$ cat src/rtl/flag_pkg.sv
package flag_pkg;
  parameter int unsigned DATA_W = 64;
  parameter int unsigned LOW_W  = 32;
  parameter int unsigned N_OPS  = 3;

  typedef struct packed {
    logic neg;
    logic pos;
    logic zero;
    logic so;
  } cr_field_t;

  // Equal operand signs and a result sign that differs from them
  function automatic logic sign_flip(input logic x_s, input logic y_s, input logic r_s);
    return (x_s == y_s) && (r_s != x_s);
  endfunction

  // Unsigned greater-than on the low LOW_W bits
  function automatic logic low_ugt(input logic [DATA_W-1:0] x, input logic [DATA_W-1:0] r);
    return x[LOW_W-1:0] > r[LOW_W-1:0];
  endfunction
endpackage

$ cat src/rtl/flag_carry_cmp.sv
module flag_carry_cmp
  import flag_pkg::*;
#(
  parameter int unsigned W   = DATA_W,
  parameter int unsigned NOP = N_OPS
) (
  input  logic [NOP-1:0][W-1:0] ops,
  input  logic [NOP-1:0]        ops_vld,
  input  logic [W-1:0]          res,
  output logic                  carry_full,
  output logic                  carry_low
);
  logic [NOP-1:0] gt_full;
  logic [NOP-1:0] gt_low;

  for (genvar i = 0; i < NOP; i++) begin : g_op
    assign gt_full[i] = ops_vld[i] && (ops[i] > res);
    assign gt_low[i]  = ops_vld[i] && low_ugt(ops[i], res);
  end

  assign carry_full = |gt_full;
  assign carry_low  = |gt_low;
endmodule

$ cat src/rtl/flag_ovf_chk.sv
module flag_ovf_chk
  import flag_pkg::*;
#(
  parameter int unsigned W  = DATA_W,
  parameter int unsigned LW = LOW_W
) (
  input  logic [W-1:0] x,
  input  logic [W-1:0] y,
  input  logic [W-1:0] res,
  output logic         ovf_full,
  output logic         ovf_low
);
  localparam int unsigned TOP = W - 1;
  localparam int unsigned LTOP = LW - 1;

  assign ovf_full = sign_flip(x[TOP], y[TOP], res[TOP]);
  assign ovf_low  = sign_flip(x[LTOP], y[LTOP], res[LTOP]);
endmodule

$ cat src/rtl/flag_cr_form.sv
module flag_cr_form
  import flag_pkg::*;
#(
  parameter int unsigned W = DATA_W
) (
  input  logic [W-1:0] res,
  input  logic         so_in,
  output cr_field_t    field
);
  logic is_zero;
  logic is_neg;

  assign is_zero = (res == '0);
  assign is_neg  = res[W-1];

  always_comb begin
    field.neg  = is_neg;
    field.pos  = !is_neg && !is_zero;
    field.zero = is_zero;
    field.so   = so_in;
  end
endmodule

$ cat src/rtl/xer_flag_unit.sv
module xer_flag_unit
  import flag_pkg::*;
#(
  parameter int unsigned W = DATA_W
) (
  input  logic         clk,
  input  logic         rst,
  input  logic         exec_en,
  input  logic [W-1:0] op_a,
  input  logic [W-1:0] op_b,
  input  logic         b_vld,
  input  logic [W-1:0] imm,
  input  logic         imm_vld,
  input  logic [W-1:0] result,
  input  logic         inv_a,
  input  logic         carry_en,
  input  logic         ovf_en,
  input  logic         ovf_vld,
  input  logic         rec_en,
  input  logic         own_ca,
  input  logic         own_ca32,
  output logic         ca,
  output logic         ca32,
  output logic         ov,
  output logic         ov32,
  output logic         so,
  output logic [3:0]   cr0
);
  localparam int unsigned NOP = N_OPS;

  // Named internal events, also used by the checker
  logic [W-1:0]          a_eff;
  logic [NOP-1:0][W-1:0] ops;
  logic [NOP-1:0]        ops_vld;
  logic [W-1:0]          second_op;
  logic                  has_second;
  logic                  ca_calc, ca32_calc;
  logic                  ov_calc, ov32_calc;
  logic                  ca_wr, ca32_wr, ov_wr, cr_wr;
  logic                  so_next;
  cr_field_t             cr_next;
  cr_field_t             cr_q;

  assign a_eff      = inv_a ? ~op_a : op_a;
  assign ops        = {imm, op_b, a_eff};
  assign ops_vld    = {imm_vld, b_vld, 1'b1};
  assign has_second = b_vld || imm_vld;
  assign second_op  = b_vld ? op_b : imm;

  flag_carry_cmp #(.W(W), .NOP(NOP)) u_carry (
    .ops        (ops),
    .ops_vld    (ops_vld),
    .res        (result),
    .carry_full (ca_calc),
    .carry_low  (ca32_calc)
  );

  flag_ovf_chk #(.W(W), .LW(LOW_W)) u_ovf (
    .x        (a_eff),
    .y        (second_op),
    .res      (result),
    .ovf_full (ov_calc),
    .ovf_low  (ov32_calc)
  );

  assign ca_wr   = exec_en && carry_en && !own_ca;
  assign ca32_wr = exec_en && carry_en && !own_ca32;
  assign ov_wr   = exec_en && ovf_en && ovf_vld && has_second;
  assign cr_wr   = exec_en && rec_en;
  assign so_next = ov_wr ? (so || ov_calc) : so;

  flag_cr_form #(.W(W)) u_cr (
    .res   (result),
    .so_in (so_next),
    .field (cr_next)
  );

  always_ff @(posedge clk) begin
    if (rst) begin
      ca   <= 1'b0;
      ca32 <= 1'b0;
      ov   <= 1'b0;
      ov32 <= 1'b0;
      so   <= 1'b0;
      cr_q <= '0;
    end else begin
      if (ca_wr)   ca   <= ca_calc;
      if (ca32_wr) ca32 <= ca32_calc;
      if (ov_wr) begin
        ov   <= ov_calc;
        ov32 <= ov32_calc;
      end
      so <= so_next;
      if (cr_wr) cr_q <= cr_next;
    end
  end

  assign cr0 = cr_q;
endmodule

$ cat config.mk
export PLATFORM = sky130hd
export DESIGN_NAME = xer_flag_unit
export DESIGN_NICKNAME = d
export VERILOG_FILES = /design/src/rtl/flag_pkg.sv /design/src/rtl/flag_carry_cmp.sv /design/src/rtl/flag_ovf_chk.sv /design/src/rtl/flag_cr_form.sv /design/src/rtl/xer_flag_unit.sv
export SDC_FILE = /design/constraint.sdc
export NUM_CORES = 1
export LEC_CHECK = 0
export CAP_MARGIN = 15
export CORE_MARGIN = 1
export CORE_UTILIZATION = 38
export CTS_CLUSTER_SIZE = 10
export DETAILED_ROUTE_END_ITERATION = 6
export PLACE_DENSITY = 0.83
export SLEW_MARGIN = 20
export SYNTH_ARGS = -nofsm -noshare
export SYNTH_HDL_FRONTEND = slang
export SYNTH_SLANG_ARGS = --single-unit
$ cat constraint.sdc
create_clock -name clk -period 2.9 [get_ports clk]
set_input_delay 0.58 -clock clk [delete_from_list [all_inputs] [get_ports clk]]
set_output_delay 0.58 -clock clk [all_outputs]
set_load 0.01 [all_outputs]
# Yosys cells after proc, flatten, opt, wreduce, memory -nomap -nowiden
# Cells that the tools add are included.
[word_totals]
elab_cells = 46
reg_bits = 9
latchBits = 0
output_inout_bits = 9
n_memories = 0
in_bits = 268
mem_bits_ro = 0
mem_bits_rw = 0
[classes]
n_mul = 0
n_div = 0
n_bitwise = 1
n_addsub = 0
shift = 0
n_eq_ne = 4
order_cmp = 6
n_reduce_logical = 23
muxes = 3
[op_table]
columns = ["operator", "count"]
rows = [
  ["64-bit greater-than comparator", 3],
  ["64-bit 2-to-1 mux", 2],
  ["32-bit greater-than comparator", 3],
  ["64-bit zero test", 1],
  ["64-bit NOT", 1],
  ["1-bit logical AND", 14],
  ["3-bit OR reduction", 2],
  ["1-bit zero test", 4],
  ["1-bit equality test", 2],
  ["1-bit logical OR", 2],
  ["1-bit != test", 2],
  ["1-bit 2-to-1 mux", 1],
]

# Longest topological paths before layout
# Gate-level depths: netlist of run 1.
[depth]
ltp_word = 6
depth_mapped = 11
mapped_depth_nobuf = 9

# Cells and area by module
# A second synthesis of run 1 with hierarchy kept.
[unflattened]
cells_unflattened = 777
hier_area_um2 = 6680.2
[modules_own_cells]
columns = ["module", "instances", "seq_area_each_um2", "cells_per_inst", "area_per_inst_um2"]
rows = [
  ["flag_carry_cmp", 1, 0.0, 561, 4426.7],
  ["xer_flag_unit", 1, 180.2, 185, 2019.4],
  ["flag_cr_form", 1, 0.0, 25, 188.9],
  ["flag_ovf_chk", 1, 0.0, 6, 45.0],
]

# Worst setup path after synthesis of run 1
# Ideal clock, no wire load.
[synth_timing]
kind = "input -> register"
from = "input port inv_a"
to = "register ca"
required_time_ps = 2780
stages = 11
setup_time_ps = 120
path_slack_ps = -17
arrival_time_ps = 2797
path_cell_list = "buf_2 buf_1 xor2_1 ha_1 a21o_1 a21o_1 a221oi_1 o21ai_1 o21ai_1 a21oi_1 o31a_1"
[synth_between]
elab_chain_cells = 3
[synth_lines]
columns = ["element", "line_no", "rtl"]
rows = [
  ["from (decl)", "xer_flag_unit.sv:15", "input logic inv_a,"],
  ["64-bit 2-to-1 mux", "xer_flag_unit.sv:44", "assign a_eff = inv_a ? ~op_a : op_a;"],
  ["64-bit greater-than comparator", "flag_carry_cmp.sv:17", "assign gt_full[i] = ops_vld[i] && (ops[i] > res);"],
  ["3-bit OR reduction", "flag_carry_cmp.sv:21", "assign carry_full = |gt_full;"],
  ["to (signal assigned)", "xer_flag_unit.sv:87", "if (ca_wr) ca <= ca_calc;"],
  ["to (decl)", "xer_flag_unit.sv:22", "output logic ca,"],
]
# No other way between the ends.
# A chain may end at the register's enable or synchronous reset.

# Worst setup path in the final report of run 1
[layout_timing]
from = "input port op_a[61]"
to = "register ca"
[layout_between]
elab_chain_cells = 4
[layout_lines]
columns = ["element", "line_no", "rtl"]
rows = [
  ["from (decl)", "xer_flag_unit.sv:9", "input logic [W-1:0] op_a,"],
  ["64-bit NOT", "xer_flag_unit.sv:44", ""],
  ["64-bit 2-to-1 mux (*)", "xer_flag_unit.sv:44", ""],
  ["64-bit greater-than comparator (*)", "flag_carry_cmp.sv:17", ""],
  ["3-bit OR reduction (*)", "flag_carry_cmp.sv:21", ""],
]
# Every way passes the cells marked *; elsewhere a longest branch is shown, timed or not.

==> results of run 1 <==
==> sequential cells by signal (all words and copies together) (netlist names) <==
signal and cells:
ov32 1, ca 1, ca32 1, ov 1
so 1, cr0 4
==> area by class of cell <==
cell class | instances | area [sq um]
Inverter | 71 | 267
Sequential cell | 9 | 180
Antenna cell | 1 | 2.50
Multi-Input combinational cell | 618 | 5130
Timing Repair Buffer | 366 | 3470
Tap cell | 180 | 225
Fill cell | 1144 | 4690
Clock buffer | 4 | 78.8
==> placed cells by master (no fill, tap or decap), drive strengths merged, types with 2 or more instances in the layout <==
| cell | netlist | final |
|---|---|---|
| nor3 | 6 | 6 |
| mux2i | 3 | 3 |
| nor4 | 29 | 29 |
| buf | 8 | 91 |
| nand2 | 48 | 48 |
| a221oi | 3 | 3 |
| clkdlybuf4s50 | 0 | 273 |
| dlymetal6s2s | 0 | 2 |
| nor3b | 2 | 2 |
| nand4 | 45 | 45 |
| a2111oi | 2 | 2 |
| dfxtp | 9 | 9 |
| inv | 71 | 71 |
| a21o | 13 | 13 |
| o21ai | 32 | 32 |
| xnor2 | 3 | 3 |
| o311ai | 2 | 2 |
| and4 | 3 | 3 |
| clkbuf | 0 | 4 |
| a211oi | 6 | 6 |
| ha | 192 | 192 |
| a21oi | 88 | 88 |
| o21a | 3 | 3 |
| nand3 | 15 | 15 |
| xor2 | 63 | 63 |
| nor2b | 7 | 7 |
| nor2 | 26 | 26 |
| o211ai | 8 | 8 |
| a22oi | 4 | 4 |
==> layer usage <==
layer	wire length, microns	GRT usage [%]	vias to the layer above
met5	13	0	-
met4	592	7.47	2
met3	1340	3.25	45
met2	10700	52.6	250
met1	9330	34.0	3003
li1	-	-	3387
==> kinds of logic after synthesis <==
family	Yosys count	share of synthesized area (%)
AOI/OAI and AO/OA	175	18.9
xor gates and xnor gates	66	10.4
adders and majority gates	192	43.4
buffers and inverters	79	5.38
DFF	9	3.26
muxes	3	0.543
and+or+nand+nor	182	18.1
==> power groups by stage <==
| stage | Sequential, W | Combinational (W) | Clock [W] |
|---|---|---|---|
| 2_1_floorplan | 0.000135 | 0.000624 | 0 |
| 3_3_place_gp | 0.000133 | 0.00131 | 0 |
| 3_5_place_dp | 0.000133 | 0.00134 | 0 |
| 4_1_cts | 0.000131 | 0.00136 | 0.000252 |
| 5_1_grt | 0.000131 | 0.00152 | 0.000255 |
| 6_report | 0.000131 | 0.00138 | 0.000249 |
==> worst max-delay path: cells and delay by family <==
kind                     cells  cell delay, ns
AO/OA/AOI/OAI                4            0.80
AND/OR/NAND/NOR              3            0.66
buffers and inverters        1            0.49
adder cells (fa/ha/maj)      1            0.26
XOR/XNOR                     1            0.17
==> stage by stage <==
step,power (W),instance area (sq um),hold WS (ns),setup WS [ns],cells
6_report,0.00176,9350,0.457,0.0630,1249
4_1_cts,0.00174,9270,0.458,0.00285,1246
5_1_grt,0.00190,9350,0.484,-0.0163,1249
3_5_place_dp,0.00148,9170,0.453,-0.335,1242
2_1_floorplan,0.000759,5530,0.481,0.000148,706
3_3_place_gp,0.00144,9170,0.446,-0.362,1242
==> timing repair <==
action,in CTS,in global routing
setup buffers,0,2
pin swaps,2,14
setup endpoints to repair,1,2
gates resized for setup,3,15
==> path summary, 6_finish.rpt <==
check                                      endpoint  slack [ns]  cells past startpoint
worst max-delay path                ca$_SDFFE_PP0P_        0.06                     10
worst min-delay path            cr0[3]$_SDFFE_PP0P_        0.46                      2
worst max register to register  cr0[0]$_SDFFE_PP0P_        2.11                      4
worst min register to register  cr0[3]$_SDFFE_PP0P_        0.46                      2
==> tab_implementation.tex, run 1 <==
\begin{tabular}{lr}
\hline
Metric & Value \\
\hline
\multicolumn{2}{l}{\textbf{Synth}} \\
Instance count of the mapped netlist & 706 \\
Synth unique cells & 47 \\
Share of flip-flops with an asynchronous set or reset & 0\% \\
Count of flip-flops with a built-in enable after synthesis & 0 \\
Prevailing post-synth register cell & sky130\_fd\_sc\_hd\_\_dfxtp\_1 \\
Post-synthesis area per instance & 7.84 sq um \\
Area contributors post-synth & sky130\_fd\_sc\_hd\_\_ha\_1, sky130\_fd\_sc\_hd\_\_xor2\_1, sky130\_fd\_sc\_hd\_\_a21oi\_1 \\
Cell type with the highest aggregate area in the netlist & sky130\_fd\_sc\_hd\_\_ha\_1 \\
Post-synth top cells & sky130\_fd\_sc\_hd\_\_ha\_1, sky130\_fd\_sc\_hd\_\_a21oi\_1, sky130\_fd\_sc\_hd\_\_inv\_1 \\
Share of the synthesized area in the top cell type & 43.4\% \\
Synth Register Bits & 9 \\
Sequential-to-total area share from yosys stat & 3.26\% \\
Dominant cell by count in the synthesized netlist & sky130\_fd\_sc\_hd\_\_ha\_1 \\
Warnings, synthesis & 0 \\
Synth Cell Area & 5530 sq um \\
Post-synth net total & 1,166 \\
\multicolumn{2}{l}{\textbf{STA}} \\
Crit path time final & 2.84 ns \\
Part of the cycle the worst path needs & 97.8\% \\
Largest clock skew in the final design & a little under 0.00008 ns \\
Final number of hold-violating endpoints & 0 \\
Sum of negative setup slack & 0 ns \\
Transition time of the tightest slew-check pin & $\sim$0.56 ns \\
Final-report max-slew violation count & 0 \\
Achievable Freq & 352 MHz \\
Slew headroom & 62.6\% \\
Number of setup violations in the final report & 0 \\
\multicolumn{2}{l}{\textbf{Global routing}} \\
Wire length of the first global-routing pass & about 33,000 microns \\
Via count of the first global-routing pass & 6,782 \\
Antenna violations before repair & 2 \\
GR Overflow Total & 0 \\
Global-route usage over all layers & 28.3\% \\
Largest net degree at the start of global routing & 23 \\
\multicolumn{2}{l}{\textbf{Clocking}} \\
Skew-Pair Late Insertion Delay & 0.23 ns \\
Level count of the clock H-tree & 1 \\
CTS tree & yes \\
Buffer depth of the longest clock path & 2 \\
Clock root buffer & sky130\_fd\_sc\_hd\_\_clkbuf\_16 \\
CTS buffer count & 3 \\
Number of buffers added to fix hold violations after cts & 0 \\
Clock net sink count & 9 \\
Reg clk slew, reported paths & $\sim$0.040 ns \\
\multicolumn{2}{l}{\textbf{Critical path}} \\
WS Path Type & in2reg \\
Slowest-stage cell, CP & sky130\_fd\_sc\_hd\_\_clkdlybuf4s50\_1 \\
Required time of the critical path & 3.02 ns \\
Worst-path fanout max & 3 \\
Type of destination of the critical path & register \\
Data arrival at the endpoint of the critical path & 2.96 ns \\
Highest cell delay on the worst timing path & 0.49 ns \\
Worst flop-to-flop path startpoint & so\$\_SDFF\_PP0\_ \\
Crit. Startpoint & op\_a[61] \\
Startpoint Class & input pin \\
List of cells traversed by the critical path & clkdlybuf4s50\_1 -> xor2\_1 -> ha\_1 -> nand4\_1 -> nor3\_2 -> a22oi\_2 -> o211ai\_1 -> nor4\_2 -> a21oi\_1 -> o31a\_1 \\
\multicolumn{2}{l}{\textbf{Placement}} \\
Routability congestion estimate & 0.931 \\
Count of input and output buffers & between 200 and 300 \\
Half-perimeter wire length of the detailed placement result & about 20,000 microns \\
\multicolumn{2}{l}{\textbf{Floorplan}} \\
Starting density of the core & 39.4\% \\
Die span in x & 123 microns \\
Y dimension of the die & 123 microns \\
Overall die area & 15,000 sq um \\
I/O pin total & 277 \\
Number of placement rows & 43 \\
Area of the core region & 14,000 sq um \\
\multicolumn{2}{l}{\textbf{Pwr}} \\
Pleak & between 4 and 5 nW \\
Net switching power & 0.000683 W \\
Sequential fraction of design power & 7.4\% \\
Cell internal pwr & between 0.001 and 0.0015 W \\
Share of power burned in the clock network & between 10\% and 20\% \\
Maximum vdd ir drop & 0.140 mV \\
Power density cells & 188 nW/um\^{}2 \\
Share of power burned in combinational logic & 78.4\% \\
Sw Share & 38.9\% \\
\multicolumn{2}{l}{\textbf{Layout}} \\
Final core utilization & $\sim$67\% \\
Final nets & 1,529 \\
Fraction of final layout cells with drive strength greater than 1 & 10.8\% \\
Relative area change from synthesis to final layout & 69.0\% \\
\multicolumn{2}{l}{\textbf{Route}} \\
DRC Markers & 0 \\
Vias per cell & 5.35 \\
Drt pass-1 iters & 5 \\
DR vias & 6,687 \\
Remaining antenna violation count & 0 \\
Total length of routed wires & 21,900 microns \\
Routed length per placed instance & 17.6 microns \\
DRC marker count from the first detailed-route iteration & 312 \\
\multicolumn{2}{l}{\textbf{Status}} \\
Outcome & completed \\
\multicolumn{2}{l}{\textbf{Flow run}} \\
Number of maximum-capacitance violations & 0 \\
\multicolumn{2}{l}{\textbf{Min path}} \\
Hold Path Origin & cr0[3]\$\_SDFFE\_PP0P\_ \\
Class of the most critical hold timing path & reg2reg \\
\hline
\end{tabular}
Note: power is estimated with default switching activity, not from simulation.
==> inputs of run 2 (changes only) <==
CORE_ASPECT_RATIO = 0.75   (was not set)
==> run 2 against run 1 <==
Against the previous run: worst hold slack got worse by 0.0024 ns; global-route usage rose by 1.8 points; sequential share of layout area barely moved; wire length rose by 5.8%; sequential power barely moved; clock skew barely moved; critical path depth rose by 1; register-to-register slack improved by 0.02 ns.
==> tab_implementation.tex, run 2 (synthesis results as in run 1) <==
\begin{tabular}{lr}
\hline
Metric & Value \\
\hline
\multicolumn{2}{l}{\textbf{Critical path}} \\
Data arrival at the endpoint of the critical path & 2.95 ns (was 2.96 ns) \\
WS Path Type & in2reg (unchanged) \\
Type of destination of the critical path & register (unchanged) \\
Worst-path fanout max & 2 (was 3) \\
Required time of the critical path & 3.02 ns (about the same) \\
Startpoint Class & input pin (unchanged) \\
\multicolumn{2}{l}{\textbf{Clocking}} \\
Skew-Pair Late Insertion Delay & 0.23 ns (about the same) \\
CTS tree & yes (unchanged) \\
CTS buffer count & 3 (unchanged) \\
Clock root buffer & sky130\_fd\_sc\_hd\_\_clkbuf\_16 (unchanged) \\
Level count of the clock H-tree & 1 (unchanged) \\
Reg clk slew, reported paths & 0.04 ns (about the same) \\
Clock net sink count & 9 (unchanged) \\
Buffer depth of the longest clock path & 2 (unchanged) \\
\multicolumn{2}{l}{\textbf{Floorplan}} \\
I/O pin total & 277 (unchanged) \\
Die span in x & 141 microns (was 123 microns) \\
Starting density of the core & 39.6\% (was 39.4\%) \\
Area of the core region & 14,000 sq um (about the same) \\
Number of placement rows & 37 (was 43) \\
Overall die area & 15,100 sq um (was 15,000 sq um) \\
Y dimension of the die & 107 microns (was 123 microns) \\
\multicolumn{2}{l}{\textbf{Global routing}} \\
M2 GR Usage & 50.7\% (was 52.6\%) \\
Top Usage Layer GRT & met2 (unchanged) \\
Via count of the first global-routing pass & 6,958 (was 6,782) \\
Global routing met1 resource utilization & 39.2\% (was 34.0\%) \\
Met3 demand-to-capacity share in global routing & 4.82\% (was 3.25\%) \\
Wire length of the first global-routing pass & 35,100 microns (was 32,900 microns) \\
Largest net degree at the start of global routing & 12 (was 23) \\
Antenna violations before repair & 0 (was 2) \\
Global-route usage over all layers & 30.1\% (was 28.3\%) \\
GR Overflow Total & 0 (unchanged) \\
\multicolumn{2}{l}{\textbf{Pwr}} \\
Maximum vdd ir drop & 0.146 mV (was 0.140 mV) \\
Pleak & 4.50 nW (was 4.43 nW) \\
Power density cells & 190 nW/um\^{}2 (was 188 nW/um\^{}2) \\
\multicolumn{2}{l}{\textbf{Layout}} \\
Final cell area excluding filler cells & 9530 sq um (was 9350 sq um) \\
Most used cells in the layout excluding fill and tap cells & sky130\_fd\_sc\_hd\_\_clkdlybuf4s50\_1, sky130\_fd\_sc\_hd\_\_ha\_1, sky130\_fd\_sc\_hd\_\_buf\_4 (unchanged) \\
Final nets & 1,534 (was 1,529) \\
Final core utilization & 68.1\% (was 66.6\%) \\
Commonest non-fill, non-tap cell in the layout & sky130\_fd\_sc\_hd\_\_clkdlybuf4s50\_1 (unchanged) \\
Fraction of final layout cells with drive strength greater than 1 & 12.1\% (was 10.8\%) \\
Flip-flop count of the largest register after layout & 4 (unchanged) \\
Number of antenna diodes & 0 (was 1) \\
Relative area change from synthesis to final layout & 72.2\% (was 69.0\%) \\
\multicolumn{2}{l}{\textbf{STA}} \\
Achievable Freq & 353 MHz (was 352 MHz) \\
Final-report max-slew violation count & 0 (unchanged) \\
Part of the cycle the worst path needs & 97.6\% (was 97.8\%) \\
Final number of hold-violating endpoints & 0 (unchanged) \\
Final WS setup & 0.0706 ns (was 0.0630 ns) \\
Number of setup violations in the final report & 0 (unchanged) \\
Crit path time final & 2.83 ns (was 2.84 ns) \\
Transition time of the tightest slew-check pin & 0.587 ns (was 0.555 ns) \\
Largest clock skew in the final design & 0.0000910 ns (was 0.0000784 ns) \\
Sum of negative setup slack & 0 ns (unchanged) \\
Slew headroom & 59.9\% (was 62.6\%) \\
\multicolumn{2}{l}{\textbf{Placement}} \\
Routability congestion estimate & 0.995 (was 0.931) \\
DP Area & 9180 sq um (was 9170 sq um) \\
Worst slack at placement & -0.215 ns (was -0.335 ns) \\
Half-perimeter wire length of the detailed placement result & 20,700 microns (was 19,900 microns) \\
Count of input and output buffers & 276 (unchanged) \\
\multicolumn{2}{l}{\textbf{Route}} \\
DR vias & 6,823 (was 6,687) \\
DRC Markers & 0 (unchanged) \\
Routed length per placed instance & 18.3 microns (was 17.6 microns) \\
DRC marker count from the first detailed-route iteration & 330 (was 312) \\
Vias per cell & 5.38 (was 5.35) \\
Total length of routed wires & 23,200 microns (was 21,900 microns) \\
Remaining antenna violation count & 0 (unchanged) \\
Drt pass-1 iters & 5 (unchanged) \\
\multicolumn{2}{l}{\textbf{Flow run}} \\
Number of maximum-capacitance violations & 0 (unchanged) \\
\multicolumn{2}{l}{\textbf{Status}} \\
Outcome & completed (unchanged) \\
\multicolumn{2}{l}{\textbf{Min path}} \\
Class of the most critical hold timing path & reg2reg (unchanged) \\
\hline
\end{tabular}
run 2: cell count changes in the layout (fill, tap and decap cells not counted), sizes merged:
| cell | change |
|---|---|
| clkdlybuf4s50 | -2 |
| buf | +5 |
| dlymetal6s2s | +2 |
| diode | -1 |
run 2: worst max-delay path: stages:
cell	delay (ns)
sky130_fd_sc_hd__clkdlybuf4s50_1	0.48
sky130_fd_sc_hd__inv_1	0.06
sky130_fd_sc_hd__buf_4	0.14
sky130_fd_sc_hd__ha_4	0.26
sky130_fd_sc_hd__nand4_1	0.15
sky130_fd_sc_hd__nor4_2	0.36
sky130_fd_sc_hd__nor3b_4	0.29
sky130_fd_sc_hd__nand2_2	0.10
sky130_fd_sc_hd__o21ai_2	0.15
sky130_fd_sc_hd__a2bb2oi_1	0.08
sky130_fd_sc_hd__o31a_1	0.28
run 2: final timing paths:
check / from / to / slack, ns / cells past startpoint
max: result[30] / ca$_SDFFE_PP0P_ / 0.07 / 11
min: cr0[1]$_SDFFE_PP0P_ / cr0[1]$_SDFFE_PP0P_ / 0.45 / 2
max reg2reg: so$_SDFF_PP0_ / cr0[0]$_SDFFE_PP0P_ / 2.13 / 4
min reg2reg: cr0[1]$_SDFFE_PP0P_ / cr0[1]$_SDFFE_PP0P_ / 0.45 / 2
run 2: through the flow:
stage               power [W]  hold slack (ns)  instances
floorplan            0.000759            0.481        706
global placement      0.00146            0.446       1256
detailed placement    0.00150            0.448       1256
CTS                   0.00175            0.454       1260
global route          0.00197            0.493       1268
finish                0.00181            0.454       1268
run 2: cell type report:
class / count / area, sq um
Multi-Input combinational cell: 618 / 5240
Clock buffer: 4 / 78.8
Tap cell: 195 / 244
Fill cell: 1148 / 4460
Timing Repair Buffer: 371 / 3510
Inverter: 71 / 267
Sequential cell: 9 / 180
run 2: per-layer routing:
metal  wire length, microns  share of wire (%)  vias to the layer above
li1                       -                  -                     3393
met1                  10400                 45                     3083
met2                  10300                 44                      295
met3                   1760                7.6                       52
met4                    690                3.0                        0
met5                      0                  0                        -
run 2: report_power, final:
group          internal [W]  total [W]  switching [W]
clock              0.000184   0.000242      0.0000581
combinational      0.000781    0.00144       0.000655
sequential         0.000129   0.000131     0.00000208
run 2: timing repair:
action / in CTS / in global routing
endpoints found under the setup margin: 0 / 1
resized for setup: 0 / 33
setup buffers: 0 / 8
hold buffers: 0 / 0
